===== src/rtl/ipc_pkg.sv =====
// Package for the instruction pattern classifier.
// Holds the sizes, the rule and pattern types, and the demonstration table.
// Assumes every rule has hi >= lo and a value that fits in hi-lo+1 bits.
package ipc_pkg;

    localparam int INSTR_W     = 32;
    localparam int POS_W       = $clog2(INSTR_W);
    localparam int MAX_TRIPLES = 7;
    localparam int CNT_W       = $clog2(MAX_TRIPLES + 1);
    localparam int TABLE_DEPTH = 12;

    typedef struct packed {
        logic [POS_W-1:0]   lo;
        logic [POS_W-1:0]   hi;
        logic [INSTR_W-1:0] val;
    } field_rule_t;

    typedef struct packed {
        logic [CNT_W-1:0]                    n;
        field_rule_t [MAX_TRIPLES-1:0] rule;
    } rule_list_t;

    typedef struct packed {
        rule_list_t need;
        rule_list_t veto;
    } pattern_t;

    // Build one field rule from integer bounds and a value.
    function automatic field_rule_t fr(input int lo, input int hi, input logic [INSTR_W-1:0] v);
        field_rule_t r;
        r.lo  = POS_W'(lo);
        r.hi  = POS_W'(hi);
        r.val = v;
        return r;
    endfunction

    // Return the pattern stored at table position k.
    function automatic pattern_t pattern_at(input int k);
        pattern_t p;
        p = '0;
        case (k)
            0: begin
                p.need.n = CNT_W'(2);
                p.need.rule[0] = fr(28, 31, 32'hF);
                p.need.rule[1] = fr(24, 27, 32'hE);
                p.veto.n = CNT_W'(1);
                p.veto.rule[0] = fr(4, 4, 32'h1);
            end
            1: begin
                p.need.n = CNT_W'(1);
                p.need.rule[0] = fr(25, 27, 32'h5);
            end
            2: begin
                p.need.n = CNT_W'(2);
                p.need.rule[0] = fr(26, 27, 32'h1);
                p.need.rule[1] = fr(20, 20, 32'h1);
                p.veto.n = CNT_W'(2);
                p.veto.rule[0] = fr(16, 19, 32'hF);
                p.veto.rule[1] = fr(12, 15, 32'hF);
            end
            3: begin
                p.need.n = CNT_W'(1);
                p.need.rule[0] = fr(26, 27, 32'h1);
            end
            4: begin
                p.need.n = CNT_W'(2);
                p.need.rule[0] = fr(21, 27, 32'h0D);
                p.need.rule[1] = fr(4, 4, 32'h0);
                p.veto.n = CNT_W'(1);
                p.veto.rule[0] = fr(12, 15, 32'hF);
            end
            5: begin
                p.need.n = CNT_W'(1);
                p.need.rule[0] = fr(0, 31, 32'hE320F000);
            end
            6: begin
                p.need.n = CNT_W'(4);
                p.need.rule[0] = fr(23, 27, 32'h02);
                p.need.rule[1] = fr(20, 21, 32'h0);
                p.need.rule[2] = fr(4, 7, 32'h0);
                p.need.rule[3] = fr(8, 11, 32'h0);
            end
            7: begin
                p.need.n = CNT_W'(7);
                p.need.rule[0] = fr(24, 27, 32'h0);
                p.need.rule[1] = fr(23, 23, 32'h0);
                p.need.rule[2] = fr(22, 22, 32'h0);
                p.need.rule[3] = fr(21, 21, 32'h1);
                p.need.rule[4] = fr(7, 7, 32'h1);
                p.need.rule[5] = fr(5, 6, 32'h0);
                p.need.rule[6] = fr(4, 4, 32'h1);
                p.veto.n = CNT_W'(2);
                p.veto.rule[0] = fr(0, 3, 32'hF);
                p.veto.rule[1] = fr(12, 15, 32'hF);
            end
            8: begin
                p.need.n = CNT_W'(2);
                p.need.rule[0] = fr(25, 27, 32'h0);
                p.need.rule[1] = fr(4, 4, 32'h0);
                p.veto.n = CNT_W'(2);
                p.veto.rule[0] = fr(23, 24, 32'h2);
                p.veto.rule[1] = fr(20, 20, 32'h0);
            end
            9: begin
                p.need.n = CNT_W'(1);
                p.need.rule[0] = fr(25, 27, 32'h1);
            end
            10: begin
                p.need.n = CNT_W'(1);
                p.need.rule[0] = fr(24, 27, 32'hF);
            end
            11: begin
                p.need.n = CNT_W'(1);
                p.need.rule[0] = fr(25, 27, 32'h6);
                p.veto.n = CNT_W'(1);
                p.veto.rule[0] = fr(28, 31, 32'hF);
            end
            default: p = '0;
        endcase
        return p;
    endfunction

endpackage


===== src/rtl/ipc_field_cmp.sv =====
// Compares one bit field of the word against a rule's value.
// Assumes rule.hi >= rule.lo; a span of the full word is allowed.
module ipc_field_cmp
    import ipc_pkg::*;
(
    input  logic [INSTR_W-1:0] word,
    input  field_rule_t        rule,
    output logic               holds
);
    logic [POS_W:0]   span;
    logic [INSTR_W:0] span_mask;

    // Form the field mask from the span and compare the aligned field.
    always_comb begin
        span      = {1'b0, rule.hi} - {1'b0, rule.lo} + (POS_W+1)'(1);
        span_mask = ((INSTR_W+1)'(1) << span) - (INSTR_W+1)'(1);
        holds     = ((word >> rule.lo) & span_mask[INSTR_W-1:0]) == rule.val;
    end
endmodule


===== src/rtl/ipc_rule_list.sv =====
// Evaluates a counted list of field rules: true when every used slot holds.
// Assumes list.n <= MAX_TRIPLES; a count of zero yields true.
module ipc_rule_list
    import ipc_pkg::*;
(
    input  logic [INSTR_W-1:0] word,
    input  rule_list_t         list,
    output logic               all_hold
);
    logic [MAX_TRIPLES-1:0] slot_ok;
    logic [MAX_TRIPLES-1:0] slot_used;

    for (genvar s = 0; s < MAX_TRIPLES; s++) begin : g_slot
        ipc_field_cmp u_cmp (
            .word  (word),
            .rule  (list.rule[s]),
            .holds (slot_ok[s])
        );
        assign slot_used[s] = CNT_W'(s) < list.n;
    end

    // A slot counts only when it lies below the list count.
    always_comb all_hold = &(slot_ok | ~slot_used);
endmodule


===== src/rtl/ipc_entry_eval.sv =====
// Decides whether one table entry accepts the word: its own list is
// satisfied and its veto list (when its count is nonzero) is not.
// Assumes PAT is a constant taken from the package table.
module ipc_entry_eval
    import ipc_pkg::*;
#(
    parameter pattern_t PAT = '0
) (
    input  logic [INSTR_W-1:0] word,
    output logic               need_ok,
    output logic               vetoed,
    output logic               accept
);
    logic veto_all;

    ipc_rule_list u_need (.word(word), .list(PAT.need), .all_hold(need_ok));
    ipc_rule_list u_veto (.word(word), .list(PAT.veto), .all_hold(veto_all));

    // An empty veto list never rejects; otherwise all its rules must hold.
    always_comb begin
        vetoed = (PAT.veto.n != '0) && veto_all;
        accept = need_ok && !vetoed;
    end
endmodule


===== src/rtl/ipc_first_pick.sv =====
// Registers the lowest-numbered set bit of the accept vector as the result.
// Assumes acc is all zero when v_in is low.
module ipc_first_pick #(
    parameter int N     = 12,
    parameter int IDX_W = (N > 1) ? $clog2(N) : 1
) (
    input  logic             clk,
    input  logic             rst_n,
    input  logic             v_in,
    input  logic [N-1:0]     acc,
    output logic             out_valid,
    output logic             hit,
    output logic [IDX_W-1:0] idx
);
    logic             found;
    logic [IDX_W-1:0] pos;

    // Priority search: the lowest set position wins.
    always_comb begin
        found = 1'b0;
        pos   = '0;
        for (int k = N - 1; k >= 0; k--) begin
            if (acc[k]) begin
                found = 1'b1;
                pos   = IDX_W'(k);
            end
        end
    end

    // Result register with synchronous active-low reset.
    always_ff @(posedge clk) begin
        if (!rst_n) begin
            out_valid <= 1'b0;
            hit       <= 1'b0;
            idx       <= '0;
        end else begin
            out_valid <= v_in;
            hit       <= v_in && found;
            idx       <= v_in ? pos : '0;
        end
    end

    // a reported hit points at a set accept bit
    p_idx_set_r4: assert property (@(posedge clk) disable iff (!rst_n)
        (out_valid && hit) |-> ((($past(acc) >> idx) & N'(1)) != '0));

    // no accept bit below the reported position
    p_first_r4: assert property (@(posedge clk) disable iff (!rst_n)
        (out_valid && hit) |-> (($past(acc) & ((N'(1) << idx) - N'(1))) == '0));

    // no accepting entry gives hit low and idx zero
    p_miss_r6: assert property (@(posedge clk) disable iff (!rst_n)
        (out_valid && ($past(acc) == '0)) |-> (!hit && idx == '0));
endmodule


===== src/rtl/instr_pattern_classifier.sv =====
// Top of the instruction pattern classifier. Stage 1 evaluates every
// table entry in parallel and registers the accept vector; stage 2
// registers the first accepting position. Latency is two edges.
// Assumes the table in ipc_pkg holds at least N_ENTRIES entries.
module instr_pattern_classifier
    import ipc_pkg::*;
#(
    parameter int N_ENTRIES = TABLE_DEPTH,
    localparam int IDX_W    = (N_ENTRIES > 1) ? $clog2(N_ENTRIES) : 1
) (
    input  logic               clk,
    input  logic               rst_n,
    input  logic               in_valid,
    input  logic [INSTR_W-1:0] instr,
    output logic               out_valid,
    output logic               hit,
    output logic [IDX_W-1:0]   idx
);
    logic [N_ENTRIES-1:0] acc_c;
    logic [N_ENTRIES-1:0] need_c;
    logic [N_ENTRIES-1:0] veto_c;
    logic [N_ENTRIES-1:0] acc_q;
    logic                 v_q;

    for (genvar g = 0; g < N_ENTRIES; g++) begin : g_entry
        localparam pattern_t PAT = pattern_at(g);

        ipc_entry_eval #(.PAT(PAT)) u_eval (
            .word    (instr),
            .need_ok (need_c[g]),
            .vetoed  (veto_c[g]),
            .accept  (acc_c[g])
        );

        // an unsatisfied own list never reaches the accept register
        p_need_r1: assert property (@(posedge clk) disable iff (!rst_n)
            (in_valid && !need_c[g]) |=> !acc_q[g]);

        // a vetoed entry is not accepted
        p_veto_r2: assert property (@(posedge clk) disable iff (!rst_n)
            (in_valid && veto_c[g]) |=> !acc_q[g]);

        if (PAT.veto.n == '0) begin : g_noveto
            // entries without a veto list accept whenever satisfied
            p_noveto_r3: assert property (@(posedge clk) disable iff (!rst_n)
                (in_valid && need_c[g]) |=> acc_q[g]);
        end
    end

    // Stage 1 register: request flag and per-entry accept vector.
    always_ff @(posedge clk) begin
        if (!rst_n) begin
            v_q   <= 1'b0;
            acc_q <= '0;
        end else begin
            v_q   <= in_valid;
            acc_q <= in_valid ? acc_c : '0;
        end
    end

    ipc_first_pick #(.N(N_ENTRIES), .IDX_W(IDX_W)) u_pick (
        .clk       (clk),
        .rst_n     (rst_n),
        .v_in      (v_q),
        .acc       (acc_q),
        .out_valid (out_valid),
        .hit       (hit),
        .idx       (idx)
    );

    // a result appears only behind a stage-1 request
    p_once_r7: assert property (@(posedge clk) disable iff (!rst_n)
        out_valid |-> $past(v_q));

    // every stage-1 request yields a result on the next edge
    p_follow_r7: assert property (@(posedge clk) disable iff (!rst_n)
        v_q |=> out_valid);
endmodule


===== config.mk =====
export PLATFORM = sky130hd
export DESIGN_NAME = instr_pattern_classifier
export DESIGN_NICKNAME = d
export VERILOG_FILES = /design/src/rtl/ipc_pkg.sv /design/src/rtl/ipc_field_cmp.sv /design/src/rtl/ipc_rule_list.sv /design/src/rtl/ipc_entry_eval.sv /design/src/rtl/ipc_first_pick.sv /design/src/rtl/instr_pattern_classifier.sv
export SDC_FILE = /design/constraint.sdc
export NUM_CORES = 1
export LEC_CHECK = 0
export BUFFER_PORTS_ARGS = -buffer_cell sky130_fd_sc_hd__buf_2
export CORE_MARGIN = 2
export CORE_UTILIZATION = 46
export CTS_BUF_LIST = sky130_fd_sc_hd__clkbuf_16
export DETAILED_ROUTE_END_ITERATION = 16
export PLACE_DENSITY_LB_ADDON = 0.25
export SLEW_MARGIN = 25
export SYNTH_ARGS = -nofsm -noshare
export SYNTH_HDL_FRONTEND = slang
export SYNTH_SLANG_ARGS = --single-unit

===== constraint.sdc =====
create_clock -name clk -period 2.43 [get_ports clk]
set_clock_uncertainty 0.05 [all_clocks]
set_input_delay 0.1215 -clock clk [delete_from_list [all_inputs] [get_ports clk]]
set_output_delay 0.1215 -clock clk [all_outputs]
set_load 0.02 [all_outputs]

* Word-level counts from Yosys, hierarchy flattened
Index checks and enable logic that the tools add are counted.
Storage, ports and cells: register bits 19, input bits 35, output and inout bits 6, logic and storage cells 84
Operators by class: equal/unequal tests 14, muxes and demuxes 23, bitwise gates (word level) 2, reduce and logical (&&, ||, !) cells 37
Operators by type and width (count):
- 32-bit zero test | 10
- 32-bit equality test, second input constant | 1
- 4-bit equality test, second input constant | 6
- 4-bit 2-to-1 mux | 4
- 2-bit AND reduction | 8
- 1-bit 2-to-1 mux | 13
- 3-bit 2-to-1 mux | 4
- 10-bit OR reduction | 1
- 7-bit by 4-bit equality test with 1-bit output, second input constant | 1
- 1-bit logical AND | 7
- 7-bit AND reduction | 1
- 3-bit equality test, second input constant | 2
- 1-bit zero test | 6
- 6-bit OR reduction | 1
- 5-bit by 2-bit equality test with 1-bit output, second input constant | 1
- 2-bit 2-to-1 mux | 2
- 4-bit AND reduction | 1
- 4-bit OR reduction | 1
- 3-bit by 1-bit equality test with 1-bit output, second input constant | 1
- 3-bit OR reduction | 1
- 2-bit by 1-bit equality test with 1-bit output, second input constant | 1
- 2-bit equality test, second input constant | 1
- 1-bit NOT | 2

* Longest topological paths before layout
depth after elaboration 13, gate-level depth with buffers 4, gate-level depth less buffers 4

* Modules after synthesis
Synthesis repeated with hierarchy kept, for this count alone.
Second synthesis, totals: cells, all modules 62848, area total of the unflattened synthesis 454763.7 um^2
By module, submodules not included:
- ipc_field_cmp at g_entry[2].u_eval.u_need.g_slot[6].u_cmp ... | instances 76, cells an instance 488, area each 3524.6 um^2, seq. area each 0.0 um^2
- ipc_field_cmp at g_entry[0].u_eval.u_need.g_slot[0].u_cmp ... | instances 48, cells an instance 510, area each 3694.8 um^2, seq. area each 0.0 um^2
- ipc_field_cmp at g_entry[9].u_eval.u_need.g_slot[5].u_cmp ... | instances 2, cells an instance 508, area each 3687.3 um^2, seq. area each 0.0 um^2
- ipc_rule_list | instances 18, cells an instance 9, area each 70.1 um^2, seq. area each 0.0 um^2
- instr_pattern_classifier | instances 1, cells an instance 28, area each 365.4 um^2, seq. area each 260.2 um^2
- ipc_first_pick | instances 1, cells an instance 32, area each 277.8 um^2, seq. area each 120.1 um^2
- ipc_entry_eval at g_entry[10].u_eval ... | instances 6, cells an instance 4, area each 22.5 um^2, seq. area each 0.0 um^2
- ipc_entry_eval at g_entry[0].u_eval ... | instances 6, cells an instance 3, area each 21.3 um^2, seq. area each 0.0 um^2

* Least setup slack after synthesis
Ideal clock, no wire load.
path kind reg-to-reg, from reg acc_q[4], to reg u_pick.hit, library setup time 0.146 ns, arrival time 0.804 ns, data required time 2.234 ns, path slack 1.430 ns, stages on the path, launching flop included 3, path buffers 0, clock period less this slack 1.000 ns, path through dfxtp_1 nor4_1 a41oi_1
Between the ends: cells in the longest elaborated chain, start to end 6
Ends and longest elaborated chain:
- from (decl) | line instr_pattern_classifier.sv:22 | logic [N_ENTRIES-1:0] acc_q;
- from (signal assigned) | line instr_pattern_classifier.sv:57 | acc_q <= in_valid ? acc_c : '0;
- 1-bit 2-to-1 mux (5 in series) | line ipc_first_pick.sv:23 | if (acc[k]) begin
- 1-bit logical AND | line ipc_first_pick.sv:38 | hit <= v_in && found;
- to (signal assigned) | line ipc_first_pick.sv:38
- to (decl) | line ipc_first_pick.sv:12 | output logic hit,
No other way between the ends. A chain may end at the register's enable or synchronous reset.

* Final worst setup path
Ends and elaborated chain as after synthesis.

==> flow_metrics.tcl <==
set metrics [dict create \
    cts_tree "done" \
    grt_pass1_vias 782 \
    ant_nets 0 \
    grt_max_degree 12 \
    p_total_uw 710 \
    via_per_inst 5.59 \
    fill_cells 121 \
    fp.coreArea_um2 1560 \
    synth_area_um2 785 \
    critPathSlowestCell "nor4_1" \
    p_leak_uw 0.000491 \
    status "complete, no violations" \
    worst_setup_hold_path_clk_slew_ns 0.05 \
    worst_slew_pin_slew_ns 0.428 \
    clock_path_buffers 2 \
    synth_top_area_frac 0.485 \
    hold_end "acc_q[1]" \
    cts.sinks 19 \
    routedWlPerCell_um 11.5 \
    cts_buffers 3 \
    hp-class "in2reg" \
    antenna_found_initial 0 \
    yosysSeqAreaShare 0.485 \
    synth.largest_area_cell "dfxtp_1" \
    place.gp.congestion 0.896 \
    worst_r2r_path_depth 2 \
    diodes 0 \
    power_density_nw_per_um2 648 \
    timing.final.crit_period_ns 1.12 \
    maxCapViolCount 0 \
    grtUsageTotal 0.200 \
    drt_iter0_drc 11 \
    path_cells "nor4_1, a41oi_1" \
    slowest_delay_ns 0.43 \
    regArea_um2 380 \
    die-area_um2 2050 \
    cp_max_fo 3 \
    hold_violations 0 \
    ir_drop_mv 0.344 \
    synth_warnings 0 \
    die-width_um 45.3 \
    cp.arrival_ns 1.17 \
    root_buffer "clkbuf_16" \
    io_buffers 40 \
    drc 0 \
    syn_inst 85 \
    drt-total-wl_mm 1.68 \
    synth.distinct_cells 24 \
    maxSlewViolCount 0 \
    cp_top_family "simple AND/OR/NAND/NOR gates" \
    endpoint_kind "register" \
    htreeDepth 1 \
    cts_resized 0 \
    synth_nets 120 \
    relSlewSlack 0.712 \
    grt_pass1_wl_mm 2.97 \
    startpoint_type "register" \
    drive_gt1_frac 0.392 \
    fin_tns_setup_ns 0 \
    row_count 14 \
    grt_overflow 0 \
    hold_path_startpoint "instr[26]" \
    worstSetupPathType "reg2reg" \
    fmax_mhz 891 \
    min_period_over_period 0.462 \
    dp_hpwl_mm 1.39 \
    synth.avg_cell_area_um2 9.23 \
    clk_latency_ns 0.25 \
    cts_setup_buffers 0 \
    multi_input_area_um2 378 \
    die_h_um 45.3 \
    r2r-end "u_pick.hit" \
    required_ns 2.48 \
    regToRegSetupSlack_ns 1.31 \
    whs_path_depth 2 \
    start_util 0.503 \
    areaGrowthSynthToFinish_pct 39.6 \
    r2r_start "acc_q[4]" \
    io_pins 41 \
    fin_nets 166 \
    vias 816 \
    synth.area.top_cells "dfxtp_1 48%, nor3_2 6.4%, nor2_1 5.3%" \
    ys_ff_latch 19 \
    path_buf_inv 0 \
    rsz0062_at_grt "false" \
    dr.pass1.iters 4 \
    finalSetupViolCount 0 \
]
-- metrics by stage --
stage                     instances   util  instance area (um2)  hold WS [ns]  worst slack [ns]
final                           146  0.702                 1090        0.0331              1.31
after floorplan                  85      -                  785         0.141              1.43
after global routing            146  0.702                 1090        0.0336              1.18
after global placement          141  0.644                 1000         0.253              1.34
after CTS                       146  0.702                 1090        0.0296              1.32
after detailed placement        141  0.644                 1000         0.255              1.32
-- worst max path at each step --
stage / from / endpoint / slack (ns) / cells after the start
after global placement: acc_q[4] / u_pick.idx[3] / 1.34 / 2
after floorplan: acc_q[4] / u_pick.hit / 1.43 / 2
after global routing: acc_q[4] / u_pick.hit / 1.18 / 2
after CTS: acc_q[4] / u_pick.hit / 1.32 / 2
final: acc_q[4] / u_pick.hit / 1.31 / 2
after detailed placement: acc_q[4] / u_pick.hit / 1.32 / 2
-- metal layers --
metal | wire length (um) | track usage
met5 | 0 | 0
met4 | 69 | 0.135
met3 | 121 | 0.0360
met2 | 867 | 0.346
met1 | 619 | 0.219
-- cell families after synthesis --
family / share of synthesized area
buffers and inverters: 0.0335
AO/OA/AOI/OAI: 0.0798
flip-flops: 0.485
AND/OR/NAND/NOR: 0.402
-- power breakdown --
group,switching [uW],internal [uW],total (uW),leakage (uW)
Combinational,32.1,32.0,64.1,0.000297
Clock,107,220,327,0.0000409
Sequential,2.04,316,318,0.000154
Total,141,568,710,0.000491
-- layout by cell type (no fill, tap or decap) --
cell           instances
nand3_1                2
dlygate4sd3_1          1
inv_1                  7
nor4_4                 1
nor3_1                 8
a41oi_1                1
nor3_2                 5
o211a_1                1
a21boi_1               1
nor4b_1                1
nand4_2                1
nor2_1                11
nor4bb_1               1
o311a_1                1
clkbuf_16              3
o2111ai_1              1
clkinv_2               1
buf_2                 40
nor3b_1                1
nor4_1                 4
a21oi_1                2
or3_1                  2
nand2b_1               2
nand2_1                5
o31ai_1                1
nand4_1                6
dfxtp_1               19
and2b_1                1
-- cell type report --
cell class	count	area share
inverters	7	0.0240
well taps	16	0.0183
flip-flops and latches	19	0.347
repair buffers	41	0.192
clock buffers	3	0.0686
clock inverters	1	0.00457
multi-input cells	59	0.345
-- what timing repair did --
action | 4_1_cts | 5_1_grt
hold buffers | 1 | 0
endpoints found under the hold margin | 1 | 0
endpoints found under the setup margin | 0 | 0
-- sequential cells by signal (all words and copies together), names as in the netlist --
register,count
v_q,1
acc_q,12
u_pick.idx,4
u_pick.out_valid,1
u_pick.hit,1
-- worst reg2reg max path, cell delays in order, from the launching register on --
cell,delay [ns]
dfxtp_1,0.32
nor4_1,0.43
a41oi_1,0.18
-- cell usage after synthesis --
| cell type | number |
|---|---|
| a21boi_1 | 1 |
| a21oi_1 | 2 |
| a41oi_1 | 1 |
| and2b_1 | 1 |
| dfxtp_1 | 19 |
| inv_1 | 7 |
| nand2_1 | 5 |
| nand2b_1 | 2 |
| nand3_1 | 2 |
| nand4_1 | 6 |
| nand4_2 | 1 |
| nor2_1 | 11 |
| nor3_1 | 8 |
| nor3_2 | 5 |
| nor3b_1 | 1 |
| nor4_1 | 4 |
| nor4_4 | 1 |
| nor4b_1 | 1 |
| nor4bb_1 | 1 |
| o2111ai_1 | 1 |
| o211a_1 | 1 |
| o311a_1 | 1 |
| o31ai_1 | 1 |
| or3_1 | 2 |
No activity file was read; power rests on OpenSTA's default activity.
